[config.mk]
export PLATFORM = sky130hd
export DESIGN_NAME = gpt_walker
export DESIGN_NICKNAME = d
export VERILOG_FILES = /design/src/rtl/gpt_walker.sv
export SDC_FILE = /design/constraint.sdc
export NUM_CORES = 1
export LEC_CHECK = 0
export ABC_AREA = 1
export BUFFER_PORTS_ARGS = -buffer_cell sky130_fd_sc_hd__buf_4
export CORE_ASPECT_RATIO = 2
export CORE_MARGIN = 3
export CORE_UTILIZATION = 59
export DETAILED_ROUTE_END_ITERATION = 8
export GPL_TIMING_DRIVEN = 0
export PLACE_DENSITY = 0.85
export RECOVER_POWER = 100
export SLEW_MARGIN = 20
export SYNTH_ARGS = -nofsm -noshare
export SYNTH_HDL_FRONTEND = slang
export SYNTH_SLANG_ARGS = --single-unit
[constraint.sdc]
create_clock -name clk -period 7.6 [get_ports clk]
set_input_delay 1.14 -clock clk [delete_from_list [all_inputs] [get_ports clk]]
set_output_delay 1.14 -clock clk [all_outputs]
set_load 0.005 [all_outputs]
[src/rtl/gpt_walker.sv]
module gpt_walker #(
  parameter int PA_W = 52
) (
  input  logic            clk,
  input  logic            rst_n,
  input  logic            req_valid,
  output logic            req_ready,
  input  logic [PA_W-1:0] req_pa,
  input  logic [2:0]      cfg_pps,
  input  logic [1:0]      cfg_pgs,
  input  logic [3:0]      cfg_l0sz,
  input  logic [PA_W-1:0] cfg_l0_base,
  output logic            mem_req_valid,
  input  logic            mem_req_ready,
  output logic [PA_W-1:0] mem_req_addr,
  input  logic            mem_rsp_valid,
  input  logic [63:0]     mem_rsp_data,
  output logic            rsp_valid,
  output logic [3:0]      rsp_gpi,
  output logic            rsp_fault,
  output logic [1:0]      rsp_kind,
  output logic            rsp_at_l1
);
  localparam logic [1:0] K_CFG = 2'd0, K_RANGE = 2'd1, K_DESC = 2'd2;

  typedef enum logic [2:0] {IDLE, L0_REQ, L0_WAIT, L1_REQ, L1_WAIT, RESP} st_t;
  st_t st;

  function automatic logic [5:0] t_of(input logic [2:0] code);
    case (code)
      3'd0: t_of = 6'd32;
      3'd1: t_of = 6'd36;
      3'd2: t_of = 6'd40;
      3'd3: t_of = 6'd42;
      3'd4: t_of = 6'd44;
      3'd5: t_of = 6'd48;
      default: t_of = 6'd52;
    endcase
  endfunction

  function automatic logic [4:0] p_of(input logic [1:0] code);
    case (code)
      2'b10: p_of = 5'd14;
      2'b01: p_of = 5'd16;
      default: p_of = 5'd12;
    endcase
  endfunction

  logic [PA_W-1:0] pa_q, addr_q;
  logic [5:0]      s_q;
  logic [4:0]      p_q;

  wire        cfg_bad   = (cfg_pps > 3'd6) || (cfg_pgs == 2'b11) || (cfg_l0sz > 4'd9);
  wire [5:0]  s_in      = {2'b00, cfg_l0sz} + 6'd30;
  wire        out_range = (req_pa >> t_of(cfg_pps)) != '0;
  wire [PA_W-1:0] l0_addr = cfg_l0_base + ((req_pa >> s_in) << 3);

  wire [5:0]      l1_w    = s_q - {1'b0, p_q} - 6'd4;
  wire [PA_W-1:0] l1_idx  = (pa_q >> (p_q + 5'd4)) & ((PA_W'(1) << l1_w) - PA_W'(1));
  wire [PA_W-1:0] l1_base = {mem_rsp_data[PA_W-1:12], 12'b0};
  wire [3:0]      nib     = 4'(pa_q >> p_q);
  wire [3:0]      gran    = 4'(mem_rsp_data >> {nib, 2'b00});

  assign req_ready     = (st == IDLE);
  assign mem_req_valid = (st == L0_REQ) || (st == L1_REQ);
  assign mem_req_addr  = addr_q;
  assign rsp_valid     = (st == RESP);

  always_ff @(posedge clk or negedge rst_n) begin
    if (!rst_n) begin
      st        <= IDLE;
      pa_q      <= '0;
      addr_q    <= '0;
      s_q       <= '0;
      p_q       <= '0;
      rsp_gpi   <= '0;
      rsp_fault <= 1'b0;
      rsp_kind  <= '0;
      rsp_at_l1 <= 1'b0;
    end else begin
      case (st)
        IDLE: if (req_valid) begin
          pa_q      <= req_pa;
          s_q       <= s_in;
          p_q       <= p_of(cfg_pgs);
          addr_q    <= l0_addr;
          rsp_gpi   <= '0;
          rsp_fault <= 1'b0;
          rsp_kind  <= '0;
          rsp_at_l1 <= 1'b0;
          if (cfg_bad) begin
            rsp_fault <= 1'b1;
            rsp_kind  <= K_CFG;
            st        <= RESP;
          end else if (out_range) begin
            rsp_fault <= 1'b1;
            rsp_kind  <= K_RANGE;
            st        <= RESP;
          end else begin
            st <= L0_REQ;
          end
        end
        L0_REQ: if (mem_req_ready) st <= L0_WAIT;
        L0_WAIT: if (mem_rsp_valid) begin
          case (mem_rsp_data[3:0])
            4'd1: begin
              rsp_gpi <= mem_rsp_data[7:4];
              st      <= RESP;
            end
            4'd3: begin
              addr_q <= l1_base + (l1_idx << 3);
              st     <= L1_REQ;
            end
            default: begin
              rsp_fault <= 1'b1;
              rsp_kind  <= K_DESC;
              st        <= RESP;
            end
          endcase
        end
        L1_REQ: if (mem_req_ready) st <= L1_WAIT;
        L1_WAIT: if (mem_rsp_valid) begin
          rsp_at_l1 <= 1'b1;
          st        <= RESP;
          if (mem_rsp_data[3:0] == 4'd1) begin
            if (mem_rsp_data[9:8] == 2'd0) begin
              rsp_fault <= 1'b1;
              rsp_kind  <= K_DESC;
            end else begin
              rsp_gpi <= mem_rsp_data[7:4];
            end
          end else begin
            rsp_gpi <= gran;
          end
        end
        default: st <= IDLE;
      endcase
    end
  end
endmodule

==> flow_metrics.py, run 1 <==
metrics = {
    "run_status": {
        "status": "aborted with a tool error",
        "stop_stage": "global routing",
        "error": "[ERROR GRT-0116] Global routing finished with congestion. Check the congestion regions in the DRC Viewer.",
    },
    "floorplan": {
        "ios": 245,
        "fp.dieH_um": 230.8,
        "initial_core_util_pct": 60.52,
        "chipWidth_um": 118.4,
        "rows": 81,
    },
    "clock_tree": {
        "cts_max_level": 4,
        "clock-root-buffer": "clkbuf_16",
        "cts_resized": 0,
        "postCtsSetupRepairBufs": 0,
        "postCtsHoldBufs": 0,
        "cts_sinks": 124,
        "numCtsBuffers": 17,
        "max-clock-path-buffers": 2,
    },
    "synth": {
        "synth_nets": 2804,
        "netlist_top_cells_count": "735 x nand2_1, 289 x nor2_1, 286 x o21ai_0",
        "ys_seq_area_share_pct": 20.82,
        "yosysWarnings": 0,
        "ys_ff_latch": 124,
        "synth_area_leaders": "dfrtp_1 21%, nand2_1 19%, o21ai_0 9.6%",
        "async_reset_ff_share_pct": 100.0,
        "synth_cell_types": 60,
        "yosysMostFrequentCell": "nand2_1",
        "synth_top_area_share_pct": 20.82,
        "syn_avg_cell_area_sq_um": 5.850,
        "synthCells": 2548,
        "synthesis.area_sq_um": 14910,
        "synth_largest_area_cell": "dfrtp_1",
        "synth_edf_count": 0,
        "ys.flop_type": "dfrtp_1",
    },
    "placement": {
        "hpwl_um": 56800,
        "io_buffers": 240,
        "place_congestion": 1.324,
    },
    "global_route": {
        "grt_pass1_vias": 20730,
        "grt_max_degree": 85,
        "grt-ovfl-total": 22,
        "grt_usage_pct": 53.59,
        "grt_pass1_wl_um": 113200,
    },
}
==> metrics by stage <==
| step | utilization [%] | worst slack [ns] | cells | cell area (sq um) |
|---|---|---|---|---|
| after CTS | 72.34 | 0.7628 | 3153 | 17810 |
| after floorplan | - | 2.363 | 2548 | 14910 |
| after global placement | 69.53 | 0.9357 | 3120 | 17120 |
| after detailed placement | 69.65 | 0.8133 | 3121 | 17150 |
==> per-layer routing <==
metal / GRT usage (%) / overflow
met1: 48.99 / 0
met2: 83.83 / 13
met3: 19.10 / 0
met4: 64.78 / 9
met5: 0 / 0
==> kinds of logic after synthesis <==
kind of cell | share of synthesized area [%]
AO/OA/AOI/OAI | 21.63
XOR/XNOR | 2.115
adder cells (fa/ha/maj) | 6.363
buffers and inverters | 9.662
flip-flops | 20.82
multiplexers | 1.209
AND/OR/NAND/NOR | 38.20
==> inputs of run 2 (changes only) <==
- CORE_ASPECT_RATIO: 2 -> not set
- CORE_UTILIZATION: 59 -> 40
- PLACE_DENSITY: 0.85 -> not set
- PLACE_DENSITY_LB_ADDON: not set -> 0.15
==> run 2 against run 1 <==
Net effect: the flow now finishes, with violations (max-capacitance violations, max-slew violations); synthesized cell count did not move; synthesized area is the same.
==> flow_metrics.py, run 2 <==
metrics = {
    "synth": {
        "ys_ff_latch": 124,
        "synth_largest_area_cell": "dfrtp_1",
        "synth_area_leaders": "dfrtp_1 21%, nand2_1 19%, o21ai_0 9.6%",
        "yosysMostFrequentCell": "nand2_1",
        "syn_avg_cell_area_sq_um": 5.850,
        "synth_cell_types": 60,
        "synthesis.area_sq_um": 14910,
        "synth_nets": 2804,
        "ys_seq_area_share_pct": 20.82,
        "ys.flop_type": "dfrtp_1",
        "async_reset_ff_share_pct": 100.0,
        "yosysWarnings": 0,
        "netlist_top_cells_count": "735 x nand2_1, 289 x nor2_1, 286 x o21ai_0",
        "synthCells": 2548,
        "synth_top_area_share_pct": 20.82,
        "synth_edf_count": 0,
    },
    "setup_path": {
        "reg2reg_depth": 35,
        "slowest_delay_ns": 0.60,
        "r2r_end": "mem_req_addr[39]$_DFFE_PN0P_",
        "path_common_cell": "nand2_1",
        "start_kind": "flop",
        "cp_num_buf_inv": 8,
        "critPathTopFamily": "simple AND/OR/NAND/NOR gates",
        "crit_path_top_delay_cell": "clkbuf_1",
        "worst-path-max-fanout": 10,
        "reg2reg_from": "p_q[1]$_DFFE_PN0P_",
        "cp.required_ns": 7.99,
        "reg2reg_slack_ns": 0.61,
        "end_kind": "flop",
        "crit_arrival_ns": 7.38,
        "critical_path_class": "reg2reg",
    },
    "timing": {
        "max_freq_ghz": 0.1430,
        "setup_violations": 0,
        "worstMarginPinSlew_ns": 4.130,
        "rsz0062_at_grt": "false",
        "hold_viol_final": 0,
        "layout_min_cycle_time_ns": 6.995,
        "fin_setup_tns_ns": 0,
        "fin_crit_sh_pct": 92.04,
        "fin_skew_ns": 0.01926,
        "drv_slew": 127,
        "maxSlewHeadroom_pct": -175.3,
    },
    "global_route": {
        "grt-ovfl-total": 0,
        "antenna_found_initial": 2,
        "grt_pass1_vias": 17730,
        "grt_max_degree": 93,
        "grt_usage_pct": 36.06,
        "grt_pass1_wl_um": 108200,
    },
    "drt": {
        "vias_per_cell": 5.835,
        "antenna_left": 0,
        "drc": 0,
        "drt_iter0_drc": 2405,
        "dr.pass1.iters": 6,
        "totalWireLength_um": 72930,
        "vias": 19190,
        "wire_per_inst_um": 22.17,
    },
    "clock_tree": {
        "clock-root-buffer": "clkbuf_16",
        "postCtsSetupRepairBufs": 0,
        "cts_sinks": 124,
        "cts_max_level": 4,
        "max-clock-path-buffers": 2,
        "insertion_delay_ns": 0.46,
        "postCtsHoldBufs": 0,
        "numCtsBuffers": 17,
        "clk_pin_slew_ns": 0.08,
        "cts_resized": 0,
        "cts_tree": "done",
    },
    "floorplan": {
        "initial_core_util_pct": 40.62,
        "fp.dieH_um": 199.0,
        "core_area_sq_um": 36700,
        "rows": 70,
        "chipWidth_um": 199.0,
        "ios": 245,
        "die_area_sq_um": 39620,
    },
    "placement": {
        "io_buffers": 240,
        "hpwl_um": 61070,
        "place_congestion": 1.074,
    },
    "hold_path": {
        "hold-path-endpoint": "pa_q[1]$_DFFE_PN0P_",
        "hold_class": "reg2reg",
        "hold_depth": 2,
        "min_from": "pa_q[1]$_DFFE_PN0P_",
    },
    "run": {
        "cap_violations": 2,
    },
    "cells_and_area": {
        "drive_gt1_share_pct": 11.70,
        "final_cell_mix": "737 x nand2_1, 292 x nor2_1, 288 x o21ai_0, 264 x inv_1, 183 x nand3_1",
        "antenna_cells": 0,
        "final_common_cell": "nand2_1",
        "final_nets": 3064,
        "areaGrowthSynthToFinish_pct": 19.83,
    },
    "run_status": {
        "violations": "max-capacitance violations, max-slew violations",
        "status": "finished with violations",
    },
}
==> run 2: cell counts after synthesis <==
Identical to the previous run, type by type.
==> run 2: final cells by class <==
cell class / instances / area, sq um
Buffer: 96 / 416.7
Clock buffer: 17 / 425.4
Clock inverter: 15 / 190.2
Fill cell: 4017 / 18840
Inverter: 271 / 1017
Multi-Input combinational cell: 2057 / 10350
Sequential cell: 124 / 3103
Tap cell: 468 / 585.6
Timing Repair Buffer: 241 / 1777
==> run 2: routing by layer <==
layer	share of wire (%)	GRT usage, %	wire [um]
met3	9.1	6.047	6635
met1	44	50.87	31880
met2	43	55.69	31570
met5	0.047	0	34
met4	3.8	12.75	2806
==> run 2: kinds of logic (layout without fill, tap and decap cells) <==
logic type	count (synthesis)	count (layout)	synth area share [%]
adders and majority gates	74	74	6.363
xor gates and xnor gates	36	36	2.115
and+or+nand+nor	1356	1356	38.20
AOI/OAI and AO/OA	573	573	21.63
buffers and inverters	367	640	9.662
muxes	18	18	1.209
DFF	124	124	20.82
==> run 2: how the worst max path moves through the flow <==
stage,depth (start not counted),slack (ns),start,end
6_report,35,0.61,p_q[1]$_DFFE_PN0P_,mem_req_addr[39]$_DFFE_PN0P_
5_1_grt,35,0.15,p_q[1]$_DFFE_PN0P_,mem_req_addr[39]$_DFFE_PN0P_
4_1_cts,30,0.82,p_q[1]$_DFFE_PN0P_,mem_req_addr[39]$_DFFE_PN0P_
3_5_place_dp,30,0.85,p_q[1]$_DFFE_PN0P_,mem_req_addr[39]$_DFFE_PN0P_
3_3_place_gp,30,0.91,p_q[1]$_DFFE_PN0P_,mem_req_addr[39]$_DFFE_PN0P_
2_1_floorplan,34,2.36,p_q[1]$_DFFE_PN0P_,mem_req_addr[44]$_DFFE_PN0P_
==> run 2: worst min-delay path, cell delays in order (launching register included) <==
cell	delay, ns
dfrtp_1	0.34
nand2_1	0.06
nand2_1	0.05
==> run 2: per-stage QoR <==
step	cell area (sq um)	hold WS, ns	std cells	setup WS, ns	utilization (%)
6_report	17860	0.4765	3289	0.6051	48.67
5_1_grt	17860	0.5067	3289	0.1527	48.67
4_1_cts	17940	0.4770	3289	0.8187	48.90
3_5_place_dp	17330	0.4576	3257	0.8510	47.22
3_3_place_gp	17290	0.4588	3256	0.9136	47.12
2_1_floorplan	14910	0.4366	2548	2.363	-
Power of run 2 is not shown: default switching activity piles up to over one toggle a cycle in this logic, so the estimate is an artifact.
